$ cat config.mk
export PLATFORM = sky130hd
export DESIGN_NAME = byte_pack_buffer
export DESIGN_NICKNAME = d
export VERILOG_FILES = /design/src/rtl/bpb_pkg.sv /design/src/rtl/bpb_arbiter.sv /design/src/rtl/bpb_store.sv /design/src/rtl/bpb_flags.sv /design/src/rtl/byte_pack_buffer.sv
export SDC_FILE = /design/constraint.sdc
export NUM_CORES = 1
export LEC_CHECK = 0
export BUFFER_PORTS_ARGS = -buffer_cell sky130_fd_sc_hd__buf_2
export CORE_MARGIN = 2
export CORE_UTILIZATION = 46
export DETAILED_ROUTE_END_ITERATION = 10
export GPL_TIMING_DRIVEN = 1
export PLACE_DENSITY = 0.69
export SYNTH_ARGS = -nofsm -noshare
export SYNTH_HDL_FRONTEND = slang
export SYNTH_SLANG_ARGS = --single-unit
$ cat constraint.sdc
create_clock -name clk -period 2.8 [get_ports clk]
set_clock_uncertainty 0.15 [all_clocks]
set_input_delay 0.28 -clock clk [delete_from_list [all_inputs] [get_ports clk]]
set_output_delay 0.28 -clock clk [all_outputs]
set_load 0.05 [all_outputs]
$ cat src/rtl/bpb_pkg.sv
`timescale 1ns/1ps
package bpb_pkg;
  localparam int unsigned BYTE_W = 8;
  localparam int unsigned HALF_W = 2 * BYTE_W;

  typedef enum logic [2:0] {
    OP_IDLE  = 3'd0,
    OP_WRITE = 3'd1,
    OP_READ  = 3'd2,
    OP_POP   = 3'd3,
    OP_PUSH  = 3'd4
  } op_e;

  // Arrange a host word as {first_sent, second_sent}.
  function automatic logic [HALF_W-1:0] order_write(input logic [HALF_W-1:0] d,
                                                    input logic be);
    if (be) return d;
    return {d[BYTE_W-1:0], d[HALF_W-1:BYTE_W]};
  endfunction

  // Present lanes 0 and 1 to the host.
  function automatic logic [HALF_W-1:0] order_read(input logic [BYTE_W-1:0] b0,
                                                   input logic [BYTE_W-1:0] b1,
                                                   input logic be);
    if (be) return {b0, b1};
    return {b1, b0};
  endfunction
endpackage

$ cat src/rtl/bpb_arbiter.sv
`timescale 1ns/1ps
module bpb_arbiter
  import bpb_pkg::*;
(
  input  logic clk,
  input  logic rst_n,
  input  logic wr_req,
  input  logic rd_req,
  input  logic pop_req,
  input  logic push_req,
  output op_e  op
);
  always_comb begin
    if (wr_req)        op = OP_WRITE;
    else if (rd_req)   op = OP_READ;
    else if (pop_req)  op = OP_POP;
    else if (push_req) op = OP_PUSH;
    else               op = OP_IDLE;
  end

  AST_WRITE_FIRST: assert property (@(posedge clk) disable iff (!rst_n)
    wr_req |-> op == OP_WRITE);
  AST_PUSH_YIELDS: assert property (@(posedge clk) disable iff (!rst_n)
    (push_req && (wr_req || rd_req || pop_req)) |-> op != OP_PUSH);
endmodule

$ cat src/rtl/bpb_store.sv
`timescale 1ns/1ps
module bpb_store
  import bpb_pkg::*;
#(
  parameter int unsigned DEPTH = 4,
  localparam int unsigned CW = $clog2(DEPTH + 1),
  localparam int unsigned DW = DEPTH * BYTE_W
) (
  input  logic              clk,
  input  logic              rst_n,
  input  op_e               op,
  input  logic              be,
  input  logic              wr_byte,
  input  logic [HALF_W-1:0] wr_data,
  input  logic [BYTE_W-1:0] push_byte,
  output logic [HALF_W-1:0] rd_data,
  output logic [BYTE_W-1:0] tx_byte,
  output logic              tx_avail,
  output logic [CW-1:0]     tx_lvl,
  output logic [CW-1:0]     rx_lvl,
  output logic              wr_accept,
  output logic              tx_roomy,
  output logic              pop_ok,
  output logic              pop_empty,
  output logic              push_ok,
  output logic              push_full,
  output logic              rd_event,
  output logic              rd_single,
  output logic              rd_drain
);
  localparam logic [CW-1:0] LIM  = CW'(DEPTH - 2);
  localparam logic [CW-1:0] FULL = CW'(DEPTH);

  logic [DW-1:0] store_q, store_d;
  logic [CW-1:0] tx_q, tx_d, rx_q, rx_d;
  logic          wr_refuse;

  // Named events shared with the flag unit and the assertions.
  assign wr_accept = (op == OP_WRITE) && (tx_q <= LIM);
  assign wr_refuse = (op == OP_WRITE) && (tx_q > LIM);
  assign pop_ok    = (op == OP_POP) && (tx_q != '0);
  assign pop_empty = (op == OP_POP) && (tx_q == '0);
  assign push_ok   = (op == OP_PUSH) && (rx_q < FULL);
  assign push_full = (op == OP_PUSH) && (rx_q >= FULL);
  assign rd_event  = (op == OP_READ);
  assign rd_single = rd_event && (rx_q == CW'(1));
  assign rd_drain  = rd_event && (rx_d == '0);
  assign tx_roomy  = (tx_d <= LIM);

  always_comb begin
    store_d = store_q;
    tx_d    = tx_q;
    rx_d    = rx_q;
    unique case (op)
      OP_WRITE: begin
        if (wr_accept) begin
          if (wr_byte) begin
            store_d = (store_q << BYTE_W) | DW'(wr_data[BYTE_W-1:0]);
            tx_d    = tx_q + CW'(1);
          end else begin
            store_d = (store_q << HALF_W) | DW'(order_write(wr_data, be));
            tx_d    = tx_q + CW'(2);
          end
        end
      end
      OP_READ: begin
        if (rx_q > CW'(2)) begin
          store_d = store_q >> HALF_W;
          rx_d    = rx_q - CW'(2);
        end else begin
          rx_d = '0;
        end
      end
      OP_POP: begin
        if (pop_ok) tx_d = tx_q - CW'(1);
      end
      OP_PUSH: begin
        if (push_ok) begin
          for (int i = 0; i < int'(DEPTH); i++) begin
            if (rx_q == CW'(i)) store_d[i*BYTE_W +: BYTE_W] = push_byte;
          end
          rx_d = rx_q + CW'(1);
        end
      end
      default: ;
    endcase
  end

  always_ff @(posedge clk) begin
    if (!rst_n) begin
      store_q <= '0;
      tx_q    <= '0;
      rx_q    <= '0;
    end else begin
      store_q <= store_d;
      tx_q    <= tx_d;
      rx_q    <= rx_d;
    end
  end

  // Oldest transmit byte sits at lane (tx_q - 1).
  always_comb begin
    tx_byte = '0;
    for (int i = 0; i < int'(DEPTH); i++) begin
      if (tx_q == CW'(i + 1)) tx_byte = store_q[i*BYTE_W +: BYTE_W];
    end
  end

  assign rd_data  = order_read(store_q[0 +: BYTE_W], store_q[BYTE_W +: BYTE_W], be);
  assign tx_avail = (tx_q != '0);
  assign tx_lvl   = tx_q;
  assign rx_lvl   = rx_q;

  AST_LEVELS_BOUNDED: assert property (@(posedge clk) disable iff (!rst_n)
    (tx_q <= FULL) && (rx_q <= FULL));
  AST_REFUSED_WRITE_HOLDS: assert property (@(posedge clk) disable iff (!rst_n)
    wr_refuse |=> $stable(store_q) && $stable(tx_q));
  AST_POP_STEPS_DOWN: assert property (@(posedge clk) disable iff (!rst_n)
    pop_ok |=> tx_q == $past(tx_q) - CW'(1));
  AST_FULL_PUSH_DROPPED: assert property (@(posedge clk) disable iff (!rst_n)
    push_full |=> $stable(store_q) && (rx_q == FULL));
  AST_READ_SHIFTS_DOWN: assert property (@(posedge clk) disable iff (!rst_n)
    (rd_event && rx_q > CW'(2)) |=>
      store_q[0 +: BYTE_W] == $past(store_q[2*BYTE_W +: BYTE_W]));
endmodule

$ cat src/rtl/bpb_flags.sv
`timescale 1ns/1ps
module bpb_flags (
  input  logic clk,
  input  logic rst_n,
  input  logic wr_accept,
  input  logic tx_roomy,
  input  logic pop_ok,
  input  logic pop_empty,
  input  logic push_ok,
  input  logic push_full,
  input  logic rd_event,
  input  logic rd_single,
  input  logic rd_drain,
  output logic tx_ready,
  output logic tx_underflow,
  output logic rx_ready,
  output logic rx_overrun,
  output logic rx_single
);
  always_ff @(posedge clk) begin
    if (!rst_n) begin
      tx_ready     <= 1'b0;
      tx_underflow <= 1'b0;
      rx_ready     <= 1'b0;
      rx_overrun   <= 1'b0;
      rx_single    <= 1'b0;
    end else begin
      if (pop_empty)                   tx_underflow <= 1'b1;
      else if (wr_accept)              tx_underflow <= 1'b0;
      if (wr_accept && !tx_roomy)      tx_ready     <= 1'b0;
      else if (pop_ok && tx_roomy)     tx_ready     <= 1'b1;
      if (push_ok)                     rx_ready     <= 1'b1;
      else if (rd_drain)               rx_ready     <= 1'b0;
      if (push_full)                   rx_overrun   <= 1'b1;
      else if (rd_event)               rx_overrun   <= 1'b0;
      if (rd_single)                   rx_single    <= 1'b1;
      else if (push_ok)                rx_single    <= 1'b0;
    end
  end

  AST_UNDERFLOW_FLAGGED: assert property (@(posedge clk) disable iff (!rst_n)
    pop_empty |=> tx_underflow);
  AST_WRITE_CLEARS_UNDERFLOW: assert property (@(posedge clk) disable iff (!rst_n)
    wr_accept |=> !tx_underflow);
  AST_READ_CLEARS_OVERRUN: assert property (@(posedge clk) disable iff (!rst_n)
    rd_event |=> !rx_overrun);
  AST_SINGLE_FLAGGED: assert property (@(posedge clk) disable iff (!rst_n)
    rd_single |=> rx_single);
  AST_PUSH_READY: assert property (@(posedge clk) disable iff (!rst_n)
    push_ok |=> rx_ready && !rx_single);
endmodule

$ cat src/rtl/byte_pack_buffer.sv
`timescale 1ns/1ps
module byte_pack_buffer
  import bpb_pkg::*;
#(
  parameter int unsigned DEPTH = 4,
  localparam int unsigned CW = $clog2(DEPTH + 1)
) (
  input  logic              clk,
  input  logic              rst_n,
  input  logic              big_endian,
  input  logic              host_wr_en,
  input  logic              host_wr_byte,
  input  logic [HALF_W-1:0] host_wr_data,
  input  logic              host_rd_en,
  output logic [HALF_W-1:0] host_rd_data,
  input  logic              eng_tx_pop,
  output logic [BYTE_W-1:0] eng_tx_byte,
  output logic              eng_tx_avail,
  input  logic              eng_rx_push,
  input  logic [BYTE_W-1:0] eng_rx_byte,
  output logic [CW-1:0]     tx_level,
  output logic [CW-1:0]     rx_level,
  output logic              tx_ready,
  output logic              tx_underflow,
  output logic              rx_ready,
  output logic              rx_overrun,
  output logic              rx_single
);
  op_e  op;
  logic wr_accept, tx_roomy, pop_ok, pop_empty;
  logic push_ok, push_full, rd_event, rd_single, rd_drain;

  bpb_arbiter u_arb (
    .clk      (clk),
    .rst_n    (rst_n),
    .wr_req   (host_wr_en),
    .rd_req   (host_rd_en),
    .pop_req  (eng_tx_pop),
    .push_req (eng_rx_push),
    .op       (op)
  );

  bpb_store #(.DEPTH(DEPTH)) u_store (
    .clk       (clk),
    .rst_n     (rst_n),
    .op        (op),
    .be        (big_endian),
    .wr_byte   (host_wr_byte),
    .wr_data   (host_wr_data),
    .push_byte (eng_rx_byte),
    .rd_data   (host_rd_data),
    .tx_byte   (eng_tx_byte),
    .tx_avail  (eng_tx_avail),
    .tx_lvl    (tx_level),
    .rx_lvl    (rx_level),
    .wr_accept (wr_accept),
    .tx_roomy  (tx_roomy),
    .pop_ok    (pop_ok),
    .pop_empty (pop_empty),
    .push_ok   (push_ok),
    .push_full (push_full),
    .rd_event  (rd_event),
    .rd_single (rd_single),
    .rd_drain  (rd_drain)
  );

  bpb_flags u_flags (
    .clk          (clk),
    .rst_n        (rst_n),
    .wr_accept    (wr_accept),
    .tx_roomy     (tx_roomy),
    .pop_ok       (pop_ok),
    .pop_empty    (pop_empty),
    .push_ok      (push_ok),
    .push_full    (push_full),
    .rd_event     (rd_event),
    .rd_single    (rd_single),
    .rd_drain     (rd_drain),
    .tx_ready     (tx_ready),
    .tx_underflow (tx_underflow),
    .rx_ready     (rx_ready),
    .rx_overrun   (rx_overrun),
    .rx_single    (rx_single)
  );
endmodule

==> summary.md <==
| Metric | Value |
|---|---|
| GRT Residual Overflow | 0 |
| Layout Nets | 467 |
| Static Leak | 1.85 nW |
| Main flop type after synthesis | dfxtp_1 |
| Antenna viol nets, final | 0 |
| Largest net degree at the start of global routing | 45 |
| Power density over the cells | around 540 nW/um2 |
| Initial Util | 0.469 |
| Final wirelength | 8.61 mm |
| Pre-CTS WS | roughly 0.37 ns |
| Antenna Cells | 0 |
| Worst setup path category | reg2out |
| Vias in the first global route | between 2000 and 3000 |
| CTS root buffer | clkbuf_8 |
| Final Setup Violations | 0 |
| Count of pins over their slew limit | 0 |
| Via Count | 3043 |
| Die X | between 80 and 90 um |
| Reg area | 862 um2 |
| Multi-input gate area | around 2100 um2 |
| Worst-Skew Late Latency | around 0.3 ns |
| Chip Height | between 80 and 90 um |
| Initial DRC Count | between 200 and 250 |
| Via density per instance | around 6.0 |
| MaxCap Viol Count | 0 |
| Share of layout cells above drive strength 1 | 0.293 |
| Ys async rst share | 0 |
| Outcome | finished clean |
| # port buffers | 67 |
| Clock period minus worst slack | around 2.7 ns |
| Number of synthesized register bits | 43 |
| Antenna violations before repair | 0 |
| Synthesized area | between 3000 and 4000 um2 |
| Filler instances | ~650 |
| # rows | 30 |
| Core area | 6720 um2 |
| Post-Synthesis Cells | between 300 and 400 |
| Clock transition at path regs | roughly 0.090 ns |
| Final setup margin | about 0.12 ns |
| Distinct cells, synth | 39 |
| Die Area | 7520 um2 |
| Final HPWL from detailed placement | between 6 and 7 mm |
| First-pass GRT wire length | about 13 mm |
| Final Wtd Congestion | slightly above 0.8 |
| Max VDD drop | 0.196 mV |
| Overall Global Routing Usage | 0.225 |
| Sequential-to-total area share from yosys stat | 0.273 |
| CP arrival | between 2 and 2.5 ns |
| YS warnings | 0 |
| RSZ-0062 raised after global routing | false |
| I/O pin count | between 60 and 70 |
| Crit. End Element | primary output |
| Final hold vios | 0 |
| TritonCTS buffer count | 5 |
| CP max FO | 9 |
| H-tree Lvls | 2 |
| CTS tree | built |
| Hold/Removal Path Class | in2reg |
| Final setup TNS | 0 ns |
| CP startpoint kind | flop |
| Synth Net Count | 414 |
| Slew HR | 0.422 |
| EDFF count, synth | 0 |
| DR WL/cell | 17.1 um |
| Area grow syn2layout | 14.8% |
| First drt pass iteration count | 5 |
| Worst EP required | around 2.4 ns |
| Tightest Pin Transition | 0.864 ns |
| CTS max path bufs | 2 |
| CTS sink count | 43 |
| DRC | 0 |
| Crit share post-route | 0.959 |
| Synth Area per Inst | between 8 and 9 um2 |
| F_max | about 0.37 GHz |
==> cells by family after synthesis <==
family,share of synthesized area
adders and majority gates,0.0477
muxes,0.169
and+or+nand+nor,0.147
DFF,0.273
buffers and inverters,0.0521
AOI/OAI and AO/OA,0.311
==> critical path: stages (launching register included) <==
cell and delay [ns]:
dfxtp_1 0.43, inv_1 0.11, ha_1 0.26, and2_2 0.29
nor2b_1 0.18, buf_4 0.19, a22oi_1 0.07, o21ai_1 0.14
clkbuf_4 0.28
==> through the flow <==
step	total power, W	utilization	instance area, um2	hold slack [ns]	cells
floorplan	0.00136	-	3150	0.343	370
global placement	0.00152	0.522	3510	0.328	496
detailed placement	0.00153	0.522	3510	0.320	496
CTS	0.00195	0.535	3600	0.294	503
global route	0.00205	0.538	3610	0.305	503
finish	0.00195	0.538	3610	0.295	503
==> layout by cell type (no fill, tap or decap), types with 7 or more instances in the layout <==
cell,n
buf_2,61
nand2_1,47
dfxtp_1,42
a21oi_1,38
mux2_2,32
o211a_1,32
mux2i_1,17
nor2_1,13
ha_1,12
and2_1,11
o21ai_0,10
a22oi_1,9
nand3_1,9
o211ai_1,9
inv_1,8
o21ai_1,8
a221oi_1,8
buf_4,8
nor2b_1,7
==> state kept, by name, summed over array words and instances (netlist names) <==
name and flops:
u_flags.tx_underflow 1, u_store.rx_lvl 3, u_flags.tx_ready 1, u_store.tx_lvl 3, u_flags.rx_single 1, u_store.store_q 32, u_flags.rx_ready 1, u_flags.rx_overrun 1
==> final cells by class <==
class                           instances  area share
Clock buffer                            6      0.0228
Clock inverter                          1     0.00138
Inverter                                8     0.00831
Multi-Input combinational cell        290       0.588
Sequential cell                        43       0.238
Tap cell                               80      0.0277
Timing Repair Buffer                   75       0.114
==> timing repair <==
action                                  4_1_cts  5_1_grt
buffers inserted                              0        0
hold buffers                                  0        0
resized for setup                             0        8
endpoints found under the setup margin        0        7
==> Yosys cell counts, types with 2 or more instances <==
cell       number  share of area
a221oi_1        8          0.022
nand2b_1        3         0.0060
o21ai_0        18          0.029
o21ai_2         2         0.0056
a32oi_1         2         0.0056
buf_1           3         0.0036
buf_2           8          0.013
a22oi_1         9          0.021
nand2_1        47          0.056
buf_6           2         0.0072
o211a_1        32           0.10
a2bb2oi_1       2         0.0056
dfxtp_1        43           0.27
o21a_1          3         0.0072
mux2i_1        17          0.054
mux2_2         32           0.11
and2_1         12          0.024
nor2b_1         7          0.014
a21boi_0        2         0.0048
inv_1           8         0.0095
o211ai_1        9          0.021
clkbuf_1       16          0.019
nor2_1         13          0.016
a21oi_1        38          0.060
nand3_1         9          0.014
ha_1           12          0.048
==> power by group <==
group,leakage [nW],switching (W),internal [W]
combinational,1.45,0.000489,0.000274
clock,0.0470,0.000217,0.000194
sequential,0.354,0.0000909,0.000682
==> routing by layer <==
layer / part of all wire / GRT usage / vias to the layer above
met4: 0.014 / 0.0668 / 0
met5: 0 / 0 / -
met1: 0.47 / 0.318 / 1439
li1: - / - / 1482
met3: 0.063 / 0.0400 / 12
met2: 0.45 / 0.351 / 110
==> final timing paths <==
kind	startpoint	endpoint	slack (ns)	depth (start not counted)
setup reg to reg	u_store.tx_lvl[0]$_SDFF_PN0_	u_store.store_q[30]$_SDFFE_PN0P_	0.31	6
hold / removal	host_wr_data[2]	u_store.store_q[2]$_SDFFE_PN0P_	0.30	4
setup / recovery	u_store.tx_lvl[0]$_SDFF_PN0_	eng_tx_byte[1]	0.12	8
hold reg to reg	u_flags.tx_ready$_SDFFE_PP0P_	u_flags.tx_ready$_SDFFE_PP0P_	0.34	2
No activity file was read; power rests on OpenSTA's default activity.
